File: src/rtl/uart_trim_pkg.sv
package uart_trim_pkg;
   localparam int FRAME_MAX = 12;
   localparam int TRIM_W    = 2 * FRAME_MAX;
   localparam int IDX_W     = $clog2(FRAME_MAX);

   typedef enum logic [1:0] {
      TRIM_NOM   = 2'd0,
      TRIM_LONG  = 2'd1,
      TRIM_NOP   = 2'd2,
      TRIM_SHORT = 2'd3
   } trim_code_e;

   typedef enum logic [2:0] {
      PAR_ODD  = 3'd4,
      PAR_EVEN = 3'd5,
      PAR_ONE  = 3'd6,
      PAR_ZERO = 3'd7
   } parity_e;
endpackage

File: src/rtl/uart_trim_frame.sv
module uart_trim_frame
   import uart_trim_pkg::*;
(
   input  logic [7:0]           data,
   input  logic [1:0]           data_len,
   input  logic                 stop_sel,
   input  logic [2:0]           parity_mode,
   output logic [FRAME_MAX-1:0] bits,
   output logic [IDX_W:0]       len
);
   logic [7:0] masked;
   logic       par_en;
   logic       par_bit;
   int         nd;

   assign masked = data & (8'hFF >> (2'd3 - data_len));
   assign par_en = parity_mode[2];

   always_comb begin
      case (parity_mode)
         PAR_ODD:  par_bit = ~^masked;
         PAR_EVEN: par_bit = ^masked;
         PAR_ONE:  par_bit = 1'b1;
         default:  par_bit = 1'b0;
      endcase
   end

   always_comb begin
      nd = 5 + int'(data_len);
      bits = '1;
      bits[0] = 1'b0;
      for (int i = 0; i < 8; i++) begin
         if (i < nd) bits[1+i] = data[i];
      end
      if (par_en) bits[1+nd] = par_bit;
      len = (IDX_W+1)'(2 + nd + int'(par_en) + int'(stop_sel));
   end
endmodule

File: src/rtl/uart_trim_timer.sv
module uart_trim_timer
   import uart_trim_pkg::*;
#(
   parameter int DIV_W   = 8,
   parameter int SUB_N   = 16,
   parameter bit TRIM_EN = 1'b1
) (
   input  logic             clk,
   input  logic             rst_n,
   input  logic             run,
   input  logic [DIV_W-1:0] div,
   input  logic [1:0]       code,
   output logic             bit_done
);
   localparam int SUB_W = $clog2(SUB_N + 2);

   logic [DIV_W-1:0] pre_cnt;
   logic [SUB_W-1:0] sub_cnt;
   logic [SUB_W-1:0] sub_last;

   initial begin
      assert (SUB_N >= 4) else $error("SUB_N too small");
      assert (DIV_W >= 1) else $error("DIV_W must be positive");
   end

   generate
      if (TRIM_EN) begin : g_trim
         always_comb begin
            case (trim_code_e'(code))
               TRIM_LONG:  sub_last = SUB_W'(SUB_N);
               TRIM_SHORT: sub_last = SUB_W'(SUB_N - 2);
               default:    sub_last = SUB_W'(SUB_N - 1);
            endcase
         end
      end else begin : g_fixed
         logic unused_code;
         assign unused_code = ^code;
         assign sub_last = SUB_W'(SUB_N - 1);
      end
   endgenerate

   assign bit_done = run && (pre_cnt == div) && (sub_cnt == sub_last);

   always_ff @(posedge clk or negedge rst_n) begin
      if (!rst_n) begin
         pre_cnt <= '0;
         sub_cnt <= '0;
      end else if (!run || bit_done) begin
         pre_cnt <= '0;
         sub_cnt <= '0;
      end else if (pre_cnt == div) begin
         pre_cnt <= '0;
         sub_cnt <= sub_cnt + 1'b1;
      end else begin
         pre_cnt <= pre_cnt + 1'b1;
      end
   end


   sub_range_chk: assert property (@(posedge clk) disable iff (!rst_n)
      sub_cnt <= SUB_W'(SUB_N));


   pre_range_chk: assert property (@(posedge clk) disable iff (!rst_n)
      run |-> pre_cnt <= div);
endmodule

File: src/rtl/uart_trim_tx.sv
module uart_trim_tx
   import uart_trim_pkg::*;
#(
   parameter int DIV_W   = 8,
   parameter int SUB_N   = 16,
   parameter bit TRIM_EN = 1'b1
) (
   input  logic              clk,
   input  logic              rst_n,
   input  logic [DIV_W-1:0]  divisor,
   input  logic [TRIM_W-1:0] trim,
   input  logic [1:0]        data_len,
   input  logic              stop_sel,
   input  logic [2:0]        parity_mode,
   input  logic [7:0]        tx_data,
   input  logic              tx_valid,
   output logic              tx_ready,
   output logic              tx_line,
   output logic              tx_empty
);
   logic                 hold_full;
   logic [7:0]           hold_data;
   logic                 busy;
   logic [FRAME_MAX-1:0] frame_q;
   logic [IDX_W:0]       len_q;
   logic [IDX_W-1:0]     bit_idx;
   logic [DIV_W-1:0]     div_q;
   logic [TRIM_W-1:0]    trim_q;
   logic [FRAME_MAX-1:0] frame_d;
   logic [IDX_W:0]       len_d;
   logic                 bit_done;
   logic                 last_bit;
   logic                 load;
   logic [1:0]           cur_code;

   uart_trim_frame u_frame (
      .data        (hold_data),
      .data_len    (data_len),
      .stop_sel    (stop_sel),
      .parity_mode (parity_mode),
      .bits        (frame_d),
      .len         (len_d)
   );

   assign cur_code = trim_q[{bit_idx, 1'b0} +: 2];

   uart_trim_timer #(
      .DIV_W   (DIV_W),
      .SUB_N   (SUB_N),
      .TRIM_EN (TRIM_EN)
   ) u_timer (
      .clk      (clk),
      .rst_n    (rst_n),
      .run      (busy),
      .div      (div_q),
      .code     (cur_code),
      .bit_done (bit_done)
   );

   assign last_bit = ({1'b0, bit_idx} == len_q - 1'b1);
   assign load     = hold_full && (!busy || (bit_done && last_bit));
   assign tx_ready = !hold_full;
   assign tx_line  = busy ? frame_q[bit_idx] : 1'b1;
   assign tx_empty = !busy && !hold_full;

   always_ff @(posedge clk or negedge rst_n) begin
      if (!rst_n) begin
         hold_full <= 1'b0;
         hold_data <= '0;
      end else if (tx_valid && tx_ready) begin
         hold_full <= 1'b1;
         hold_data <= tx_data;
      end else if (load) begin
         hold_full <= 1'b0;
      end
   end

   always_ff @(posedge clk or negedge rst_n) begin
      if (!rst_n) begin
         busy    <= 1'b0;
         frame_q <= '1;
         len_q   <= '0;
         bit_idx <= '0;
         div_q   <= '0;
         trim_q  <= '0;
      end else if (load) begin
         busy    <= 1'b1;
         frame_q <= frame_d;
         len_q   <= len_d;
         bit_idx <= '0;
         div_q   <= divisor;
         trim_q  <= trim;
      end else if (bit_done) begin
         if (last_bit) busy <= 1'b0;
         else          bit_idx <= bit_idx + 1'b1;
      end
   end


   start_low_chk: assert property (@(posedge clk) disable iff (!rst_n)
      (busy && bit_idx == '0) |-> !tx_line);


   empty_idle_chk: assert property (@(posedge clk) disable iff (!rst_n)
      tx_empty |-> tx_line);


   accept_chk: assert property (@(posedge clk) disable iff (!rst_n)
      (tx_valid && tx_ready) |=> (!tx_ready && !tx_empty));


   idx_range_chk: assert property (@(posedge clk) disable iff (!rst_n)
      busy |-> ({1'b0, bit_idx} < len_q));
endmodule

File: config.mk
export PLATFORM = sky130hd
export DESIGN_NAME = uart_trim_tx
export DESIGN_NICKNAME = d
export VERILOG_FILES = /design/src/rtl/uart_trim_pkg.sv /design/src/rtl/uart_trim_frame.sv /design/src/rtl/uart_trim_timer.sv /design/src/rtl/uart_trim_tx.sv
export SDC_FILE = /design/constraint.sdc
export NUM_CORES = 1
export LEC_CHECK = 0
export BUFFER_PORTS_ARGS = -buffer_cell sky130_fd_sc_hd__buf_2
export CAP_MARGIN = 20
export CORE_ASPECT_RATIO = 1.2
export CORE_UTILIZATION = 40
export CTS_CLUSTER_DIAMETER = 100
export DETAILED_ROUTE_END_ITERATION = 6
export PLACE_DENSITY_LB_ADDON = 0.12
export SETUP_SLACK_MARGIN = 0.3
export SYNTH_ARGS = -nofsm -noshare
export SYNTH_HDL_FRONTEND = slang
export SYNTH_SLANG_ARGS = --single-unit
File: constraint.sdc
create_clock -name clk -period 3.05 [get_ports clk]
set_input_delay 0.4575 -clock clk [delete_from_list [all_inputs] [get_ports clk]]
set_output_delay 0.4575 -clock clk [all_outputs]
set_load 0.02 [all_outputs]
After elaboration in Yosys (flattened, before gate mapping)
Cells that the tools add are included.
Widths: inputs -> output; s select.
{ "classes": {"n_addsub": 10, "n_bitwise": 1, "reduce_logical": 19, "n_mux": 29, "n_eq_ne": 9, "n_lt_le_gt_ge": 11, "shifts": 2} }
{ "op_table": {"columns": ["op", "count"], "rows": [
  ["$lt 4x32->1 const A", 4],
  ["$lt 3x32->1 const A", 2],
  ["$add 2x32->32 const A", 1],
  ["$ge 32x1->1 const B", 1],
  ["$lt 1x32->1 const A", 1],
  ["$lt 2x32->1 const A", 1],
  ["$lt 32x6->1 const B", 1],
  ["$shiftx 24x6->2", 1],
  ["$mux 1", 16],
  ["$mux 8", 2],
  ["$bwmux 12", 1],
  ["$mux 12", 1],
  ["$mux 4", 3],
  ["$add 5x2->5", 2],
  ["$mux 5", 2],
  ["$pmux 5 s2", 1],
  ["$eq 3x3->1 const B", 3],
  ["$add 8x1->8 const B", 1],
  ["$and 8x8->8", 1],
  ["$eq 8x8->1", 1],
  ["$reduce_bool 2->1", 4],
  ["$reduce_xnor 8->1", 1],
  ["$reduce_xor 8->1", 1],
  ["$shr 8x2->8 const A", 1],
  ["19 further kinds", 28]
]} }
{ "word_totals": {"output_inout_bits": 3, "wordCells": 91, "regBits": 76} }

Longest topological paths before layout
Gate-level depths: netlist (run 1).
{ "depth": {"ltp_word": 10, "mapped_depth": 10, "ltp_nobuf": 9} }

Hierarchy
Synthesis (run 1) repeated with hierarchy kept, for this count alone.
{ "unflattened": {"hier_cells": 326, "area_unflattened_um2": 4327.9} }
{ "by_module_without_submodules": {"columns": ["mod", "instances", "area_per_inst_um2", "cells_per_inst"], "rows": [
  ["uart_trim_tx", 1, 3123.0, 190],
  ["uart_trim_timer", 1, 785.8, 82],
  ["uart_trim_frame", 1, 419.2, 54]
]} }

Least setup slack after synthesis (run 1)
Ideal clock, no wire load.
{ "synth_path": {"kind": "register to register", "startpoint": "register bit_idx[0]", "endpoint": "register div_q[2]", "required_ns": 2.925, "n_path_buf": 3, "setup_ns": 0.125, "path_slack_ns": 0.292, "arrival_time_ns": 2.633, "stages_incl_launch_ff": 11, "path_cell_list": "dfrtp_1 > buf_6 > mux4_2 > nand2_1 > o211ai_1 > mux2_2 > a21o_1 > o32a_1 > buf_6 > buf_6 > mux2_4"} }
{ "synth_between": {"elab_chain_len": 8} }
{ "synth_lines": {"columns": ["item", "line", "text"], "rows": [
  ["from (decl)", "uart_trim_tx.sv:26", "logic [IDX_W-1:0] bit_idx;"],
  ["from (signal assigned)", "uart_trim_tx.sv:95", "else bit_idx <= bit_idx + 1'b1;"],
  ["$shiftx 24x6->2", "uart_trim_tx.sv:45", "assign cur_code = trim_q[{bit_idx, 1'b0} +: 2];"],
  ["$eq 2x2->1 / $eq 2x1->1 (equally long branches)", "uart_trim_timer.sv:29", "case (trim_code_e'(code))"],
  ["$pmux 5 s2", "uart_trim_timer.sv:29", null],
  ["$eq 5x5->1", "uart_trim_timer.sv:42", "assign bit_done = run && (pre_cnt == div) && (sub_cnt == sub_last);"],
  ["$logic_and 1x1->1", "uart_trim_timer.sv:42", null],
  ["$logic_and 1x1->1 (*)", "uart_trim_tx.sv:61", "assign load = hold_full && (!busy || (bit_done && last_bit));"],
  ["$logic_or 1x1->1 (*)", "uart_trim_tx.sv:61", null],
  ["$logic_and 1x1->1 (*)", "uart_trim_tx.sv:61", null],
  ["to (signal assigned)", "uart_trim_tx.sv:91", "div_q <= divisor;"],
  ["to (decl)", "uart_trim_tx.sv:27", "logic [DIV_W-1:0] div_q;"]
]} }
Every way passes the cells marked *; elsewhere a longest branch is shown, timed or not.
A chain may end at the register's enable or synchronous reset.

Worst setup path after layout (run 1)
{ "layout_path": {"startpoint": "register bit_idx[0]", "endpoint": "register trim_q[10]"} }
{ "layout_between": {"elab_chain_len": 8} }
{ "layout_lines": {"columns": ["item", "line", "text"], "rows": [
  ["$shiftx 24x6->2", "uart_trim_tx.sv:45", null],
  ["$eq 2x2->1 / $eq 2x1->1 (equally long branches)", "uart_trim_timer.sv:29", null],
  ["$pmux 5 s2", "uart_trim_timer.sv:29", null],
  ["$eq 5x5->1", "uart_trim_timer.sv:42", null],
  ["$logic_and 1x1->1", "uart_trim_timer.sv:42", null],
  ["$logic_and 1x1->1 (*)", "uart_trim_tx.sv:61", null],
  ["$logic_or 1x1->1 (*)", "uart_trim_tx.sv:61", null],
  ["$logic_and 1x1->1 (*)", "uart_trim_tx.sv:61", null],
  ["to (signal assigned)", "uart_trim_tx.sv:92", "trim_q <= trim;"],
  ["to (decl)", "uart_trim_tx.sv:28", "logic [TRIM_W-1:0] trim_q;"]
]} }
Marks and branches as above.

==> impl_metrics.ini, run 1 <==
[run_status]
outcome = completed

[drt]
antenna_left = 0
drt-total-wl_um = 7892
drt_iter0_drc = 85
wl_met1_um = 3818
post-route-drc-count = 0
route.met3.wl_um = 258
wire_per_inst_um = 15.47
avgViaCountPerCell = 5.039
wl_met2_um = 3689
dr.pass1.iters = 4
via_count = 2570
highest_layer = met4

[logic_synthesis]
syn_nets = 380
ys_warn_count = 0
seq_area_frac_synth_pct = 45.93
synth-edff-count = 0
synth.area.top_cells = dfrtp_1, mux2_4, dfstp_2
syn_inst = 316
synth_commonest_cells = dfrtp_1, mux2_4, nor2_1
synth_flop_cell = dfrtp_1
ys_seq_elements = 75
ys_types = 45
syn_area_um2 = 4119
synth_area_per_cell_um2 = 13.03
async_reset_ff_share_pct = 100.0
yosysMostFrequentCell = dfrtp_1
synth_largest_area_cell = dfrtp_1
yosys.area.top_type_share_pct = 38.27

[die]
core_um2 = 10010
initial_utilization_pct = 41.15
rows = 40
die-width_um = 94.64
die_y_um = 113.2
ios = 52
die-area_um2 = 10710

[final_layout]
drive_above_1_share_pct = 41.67
fin_nets = 443
final_area_um2 = 4938
area_growth_syn_to_layout_pct = 19.90
diodes = 0
fin_util_pct = 49.34

[job]
drv_cap = 0

[global_routing]
grt_usage_pct = 16.83
grt_max_degree = 76
grt_antenna_before_repair = 0
overflow = 0
grt_pass1_wl_um = 13510
grt_pass1_vias = 2636

[clock_tree]
clk_pin_slew_ns = 0.07
insertion_delay_ns = 0.34
cts-buffers-inserted = 9
numClockSinks = 75
cts_buffer_depth = 2
htreeDepth = 3
hold_buffers = 0
cts_tree = done
cts-root-buf = clkbuf_16

[pwr]
leakage_nw = 2.349
ir_worst_vdd_mv = 0.3619
power.density_nw_per_um2 = 739.6

[placement]
hpwlAfterDp_um = 5517
dpl_cell_area_um2 = 4522
portBuffers = 51
gp_congestion = 0.7588

[critical_path]
startpoint_type = flop
crit_required_ns = 3.27
endpoint_kind = flop
worstPathArrival_ns = 2.99
worstSetupPathType = reg2reg
crit_fanout = 18

[hold_path]
hp-class = in2async

[sta]
tightest_slew_ns = 0.9431
hold_viol_final = 0
fmax_mhz = 361.0
finalSetupViolCount = 0
slew_headroom_pct = 37.13
finalMaxSlewViolations = 0
period_needed_ns = 2.770
clock_skew_ns = 0.01197
finalCritPeriodShare_pct = 90.82
setup_tns_ns = 0
grt_setup_unrepaired = yes
[final timing paths]
check	startpoint	slack, ns	to	cells past startpoint
worst max-delay path	bit_idx[0]$_DFFE_PN0P_	0.28	trim_q[10]$_DFFE_PN0P_	8
worst min-delay path	rst_n	0.35	trim_q[16]$_DFFE_PN0P_	2
worst max register to register	bit_idx[0]$_DFFE_PN0P_	0.28	trim_q[10]$_DFFE_PN0P_	8
worst min register to register	frame_q[0]$_DFFE_PN1P_	0.50	frame_q[0]$_DFFE_PN1P_	1
max in group asynchronous	rst_n	2.06	bit_idx[0]$_DFFE_PN0P_	2
min in group clk	divisor[4]	0.35	div_q[4]$_DFFE_PN0P_	2
[cell type report]
cell class	instances	area, um^2
clock buffer	10	239.0
clock inverter	6	111.4
fill	921	5071
inverter	12	45.04
multi-input combinational	217	2091
sequential	75	1893
tap	126	157.7
timing repair buffer	64	401.6
[cells in the final DEF, fill, tap and decap left out, drive strengths merged, types with 3 or more instances in the layout]
cell,instances
o21ai,5
mux2i,4
o21a,3
buf,64
and3,5
clkbuf,10
nand2,15
xor2,14
ha,14
mux4,8
dfrtp,63
a31oi,4
mux2,56
nand4,8
and2,3
bufinv,3
nor2,18
dfstp,12
inv,12
a21o,3
nor2b,5
nand3,12
xnor2,17
[worst max-delay path, cell delays in order, from the launching register on]
cell	delay (ns)
dfrtp_2	0.43
mux4_2	0.54
mux2i_2	0.21
o211ai_1	0.10
mux2_2	0.28
a21o_1	0.19
o32a_4	0.38
buf_12	0.19
mux2_4	0.30
[metrics by stage]
step | hold WS [ns] | worst slack (ns) | cells | power, W
floorplan | 0.1619 | 0.3375 | 316 | 0.002135
global placement | 0.4803 | 0.1990 | 491 | 0.002393
detailed placement | 0.4875 | 0.1408 | 491 | 0.002413
CTS | 0.3331 | 0.2690 | 509 | 0.003695
global route | 0.3340 | 0.1835 | 510 | 0.003888
finish | 0.3453 | 0.2801 | 510 | 0.003653
[cell families (layout without fill, tap and decap cells)]
family / Yosys count / in the layout / share of synthesized area (%)
xor gates and xnor gates: 32 / 32 / 7.138
AOI/OAI and AO/OA: 27 / 27 / 4.556
and+or+nand+nor: 75 / 75 / 9.265
muxes: 68 / 68 / 24.85
adders and majority gates: 15 / 15 / 4.739
DFF: 75 / 75 / 45.93
buffers and inverters: 24 / 92 / 3.524
[state kept, by name (all words and copies together), names as in the netlist]
name	flops
frame_q	12
u_timer.pre_cnt	8
len_q	4
busy	1
hold_data	8
hold_full	1
u_timer.sub_cnt	5
div_q	8
trim_q	24
bit_idx	4
[routing by layer]
layer | vias to the layer above | GRT usage (%)
met5 | - | 0
met4 | 0 | 6.162
met3 | 11 | 4.906
met2 | 35 | 24.65
met1 | 1271 | 23.51
li1 | 1253 | -
[what timing repair did]
item,4_1_cts,5_1_grt
setup endpoints to repair,49,47
pin swaps,1,1
setup buffers,1,1
cloned,1,0
resized for setup,7,2
[where the power goes]
part	leakage [nW]	switching, W	internal (W)	total (W)
registers	0.879	0.000218	0.00124	0.00146
clock network	0.169	0.000427	0.000823	0.00125
logic	1.30	0.000373	0.000568	0.000941
No activity file was read; power rests on OpenSTA's default activity.
==> inputs of run 2 (changes only) <==
--- a/config.mk
+++ b/config.mk
@@ -5,6 +5,7 @@
 export SDC_FILE = /design/constraint.sdc
 export NUM_CORES = 1
 export LEC_CHECK = 0
+export ABC_AREA = 1
 export BUFFER_PORTS_ARGS = -buffer_cell sky130_fd_sc_hd__buf_2
 export CAP_MARGIN = 20
 export CORE_ASPECT_RATIO = 1.2
@@ -15,4 +16,5 @@
 export SETUP_SLACK_MARGIN = 0.3
 export SYNTH_ARGS = -nofsm -noshare
 export SYNTH_HDL_FRONTEND = slang
+export SYNTH_HIERARCHICAL = 1
 export SYNTH_SLANG_ARGS = --single-unit
==> constraint.sdc (replaced) <==
create_clock -name clk -period 3.05 [get_ports clk]
set_input_delay 0.1525 -clock clk [delete_from_list [all_inputs] [get_ports clk]]
set_output_delay 0.1525 -clock clk [all_outputs]
set_load 0.02 [all_outputs]
==> impl_metrics.ini, run 2 <==
[drt]
wire_per_inst_um = 13.57
drt-total-wl_um = 10410
post-route-drc-count = 0
dr.pass1.iters = 6
antenna_left = 0
drt_iter0_drc = 195
via_count = 3811
avgViaCountPerCell = 4.969

[logic_synthesis]
synth_largest_area_cell = dfrtp_1
syn_inst = 589
synth_area_per_cell_um2 = 7.579
ys_types = 35
yosys.area.top_type_share_pct = 35.87
synth_compound_area_share_pct = 4.905
synthMuxAreaShare_pct = 2.018
yosysMostFrequentCell = nand2_1
synth_fa_ha_area_share_pct = 3.531
seq_area_frac_synth_pct = 42.94
synth-edff-count = 0
ys_seq_elements = 76
ys_warn_count = 6
async_reset_ff_share_pct = 100.0
synth-simple-area-share_pct = 34.95
synth_xor_area_share_pct = 2.158
synth_commonest_cells = nand2_1, nand3_1, dfrtp_1
syn_area_um2 = 4464
synth_flop_cell = dfrtp_1
synth_top_family_by_area = simple AND/OR/NAND/NOR gates
synth.area.top_cells = dfrtp_1, nand2_1, nand3_1

[critical_path]
crit_fanout = 32
r2r_cells = 14
worstPathArrival_ns = 2.79
crit_path_max_incr_delay_ns = 0.48
path_cells = inv_2 -> o21ai_0 -> o221ai_1 -> nand3_1 -> nand2_1 -> inv_1 -> a21oi_1 -> nand3_2 -> nor2_2 -> nand3_1 -> nand2_4 -> buf_12 -> nand3_1 -> nand2_1
critical_path.most_common_cell = nand3_1
startpoint_type = flop
crit_required_ns = 3.32
worstSetupPathType = reg2reg
endpoint_kind = flop
slowest_stage = dfrtp_2

[placement]
hpwlAfterDp_um = 7051
portBuffers = 51
gp_congestion = 0.7846
placedCellCount = 744
dpl_cell_area_um2 = 4738

[final_layout]
regMostFlops = trim_q
largest_reg_flops = 24
reg_top3 = trim_q: 24 flops, frame_q: 12 flops
fin_util_pct = 47.92
final_common_cell = nand2_1
area_growth_syn_to_layout_pct = 14.55
fin_cells = 767
final_cell_mix = nand2_1, nand3_1, dfrtp_1
fin_nets = 694
diodes = 0
drive_above_1_share_pct = 21.16
final_area_um2 = 5114

[pwr]
power.density_nw_per_um2 = 581.7
leakage_nw = 2.756
ir_worst_vdd_mv = 0.2823

[clock_tree]
numClockSinks = 76
cts-root-buf = clkbuf_16
insertion_delay_ns = 0.34
cts_tree = done
htreeDepth = 3
clk_pin_slew_ns = 0.06
hold_buffers = 0
cts-buffers-inserted = 9
cts_buffer_depth = 2

[sta]
finalSetupViolCount = 0
setup_tns_ns = 0
tightest_slew_ns = 0.9877
hold_slack_ns = -0.05867
finalMaxSlewViolations = 0
clock_skew_ns = 0.007132
finalCritPeriodShare_pct = 82.73
period_needed_ns = 2.523
grt_setup_unrepaired = yes
fmax_mhz = 396.3
hold_viol_final = 33
slew_headroom_pct = 34.15

[die]
core_um2 = 10670
die-area_um2 = 11590
ios = 52
die_y_um = 117.7
initial_utilization_pct = 41.84
die-width_um = 98.44
rows = 41

[global_routing]
grt_max_degree = 77
grt_antenna_before_repair = 0
grt_usage_pct = 18.69
overflow = 0
grt_pass1_wl_um = 17350
grt_pass1_vias = 3747

[run_status]
violations = negative hold slack
outcome = complete, but fails checks

[job]
drv_cap = 0

[hold_path]
hp-class = in2async
==> run 2: changes by cell type in the layout (fill, tap and decap cells not counted), sizes merged, moves of 5 or more <==
cell | before | now
mux2 | 56 | 8
o221ai | 0 | 5
xnor2 | 17 | 2
o21ai | 5 | 22
inv | 12 | 58
nor2b | 5 | 0
mux4 | 8 | 0
nor2 | 18 | 49
nand3 | 12 | 76
and3 | 5 | 0
xor2 | 14 | 9
nand2 | 15 | 215
==> run 2: final cells by class <==
| cell class | instances | area (um^2) |
|---|---|---|
| clock buffer | 12 | 246.5 |
| fill | 1092 | 5557 |
| tap | 129 | 161.4 |
| sequential | 76 | 1921 |
| inverter | 58 | 227.7 |
| timing repair buffer | 63 | 364.1 |
| clock inverter | 4 | 26.28 |
| multi-input combinational | 425 | 2167 |
==> run 2: repair_timing <==
action	in CTS	in global routing
setup buffers	0	6
gates resized for setup	4	9
gates cloned	0	1
pin swaps	0	0
setup endpoints to repair	53	55
hold endpoints to repair	0	0
==> run 2: worst max-delay path, delay by kind of cell (launching register included) <==
kind	cells	cell delay, ns
AOI/OAI and AO/OA	3	0.48
and+or+nand+nor	8	1.04
DFF	1	0.48
buffers and inverters	3	0.43
==> run 2: final timing paths <==
path	from	end	slack, ns
min in group clk	tx_data[2]	hold_data[2]$_DFFE_PN0P_	0.04
setup / recovery	bit_idx[1]$_DFFE_PN0P_	trim_q[2]$_DFFE_PN0P_	0.53
hold reg to reg	frame_q[11]$_DFFE_PN1P_	frame_q[11]$_DFFE_PN1P_	0.46
setup reg to reg	bit_idx[1]$_DFFE_PN0P_	trim_q[2]$_DFFE_PN0P_	0.53
hold / removal	rst_n	u_timer/pre_cnt[1]$_DFF_PN0_	-0.06
max in group asynchronous	rst_n	bit_idx[0]$_DFFE_PN0P_	2.37
==> run 2: stage by stage <==
step | setup WS, ns | total power, W
after global placement | 0.2803 | 0.001978
after floorplan | 0.5913 | 0.001839
after CTS | 0.3626 | 0.003016
after global routing | 0.2826 | 0.003176
after detailed placement | 0.1818 | 0.002010
final | 0.5269 | 0.002974
==> run 2: cells by family after synthesis <==
logic type      count (synthesis)
simple gates                  354
buf+inv                        90
fa+ha+maj                      12
compound gates                 37
flops                          76
other cells                     1
xor+xnor                       11
mux                             8
==> run 2: power breakdown <==
part	internal (W)	total, W	switching, W
logic	0.000288	0.000693	0.000405
clock network	0.000572	0.000982	0.000410
registers	0.00115	0.00130	0.000153
total	0.00201	0.00297	0.000968
==> run 2: routing by layer <==
layer | global-route usage (%) | up-vias | wire (um)
li1 | - | 1952 | -
met1 | 22.35 | 1788 | 4698
met2 | 33.14 | 63 | 5286
met3 | 4.335 | 8 | 305
met4 | 5.504 | 0 | 119
met5 | 0 | - | 0
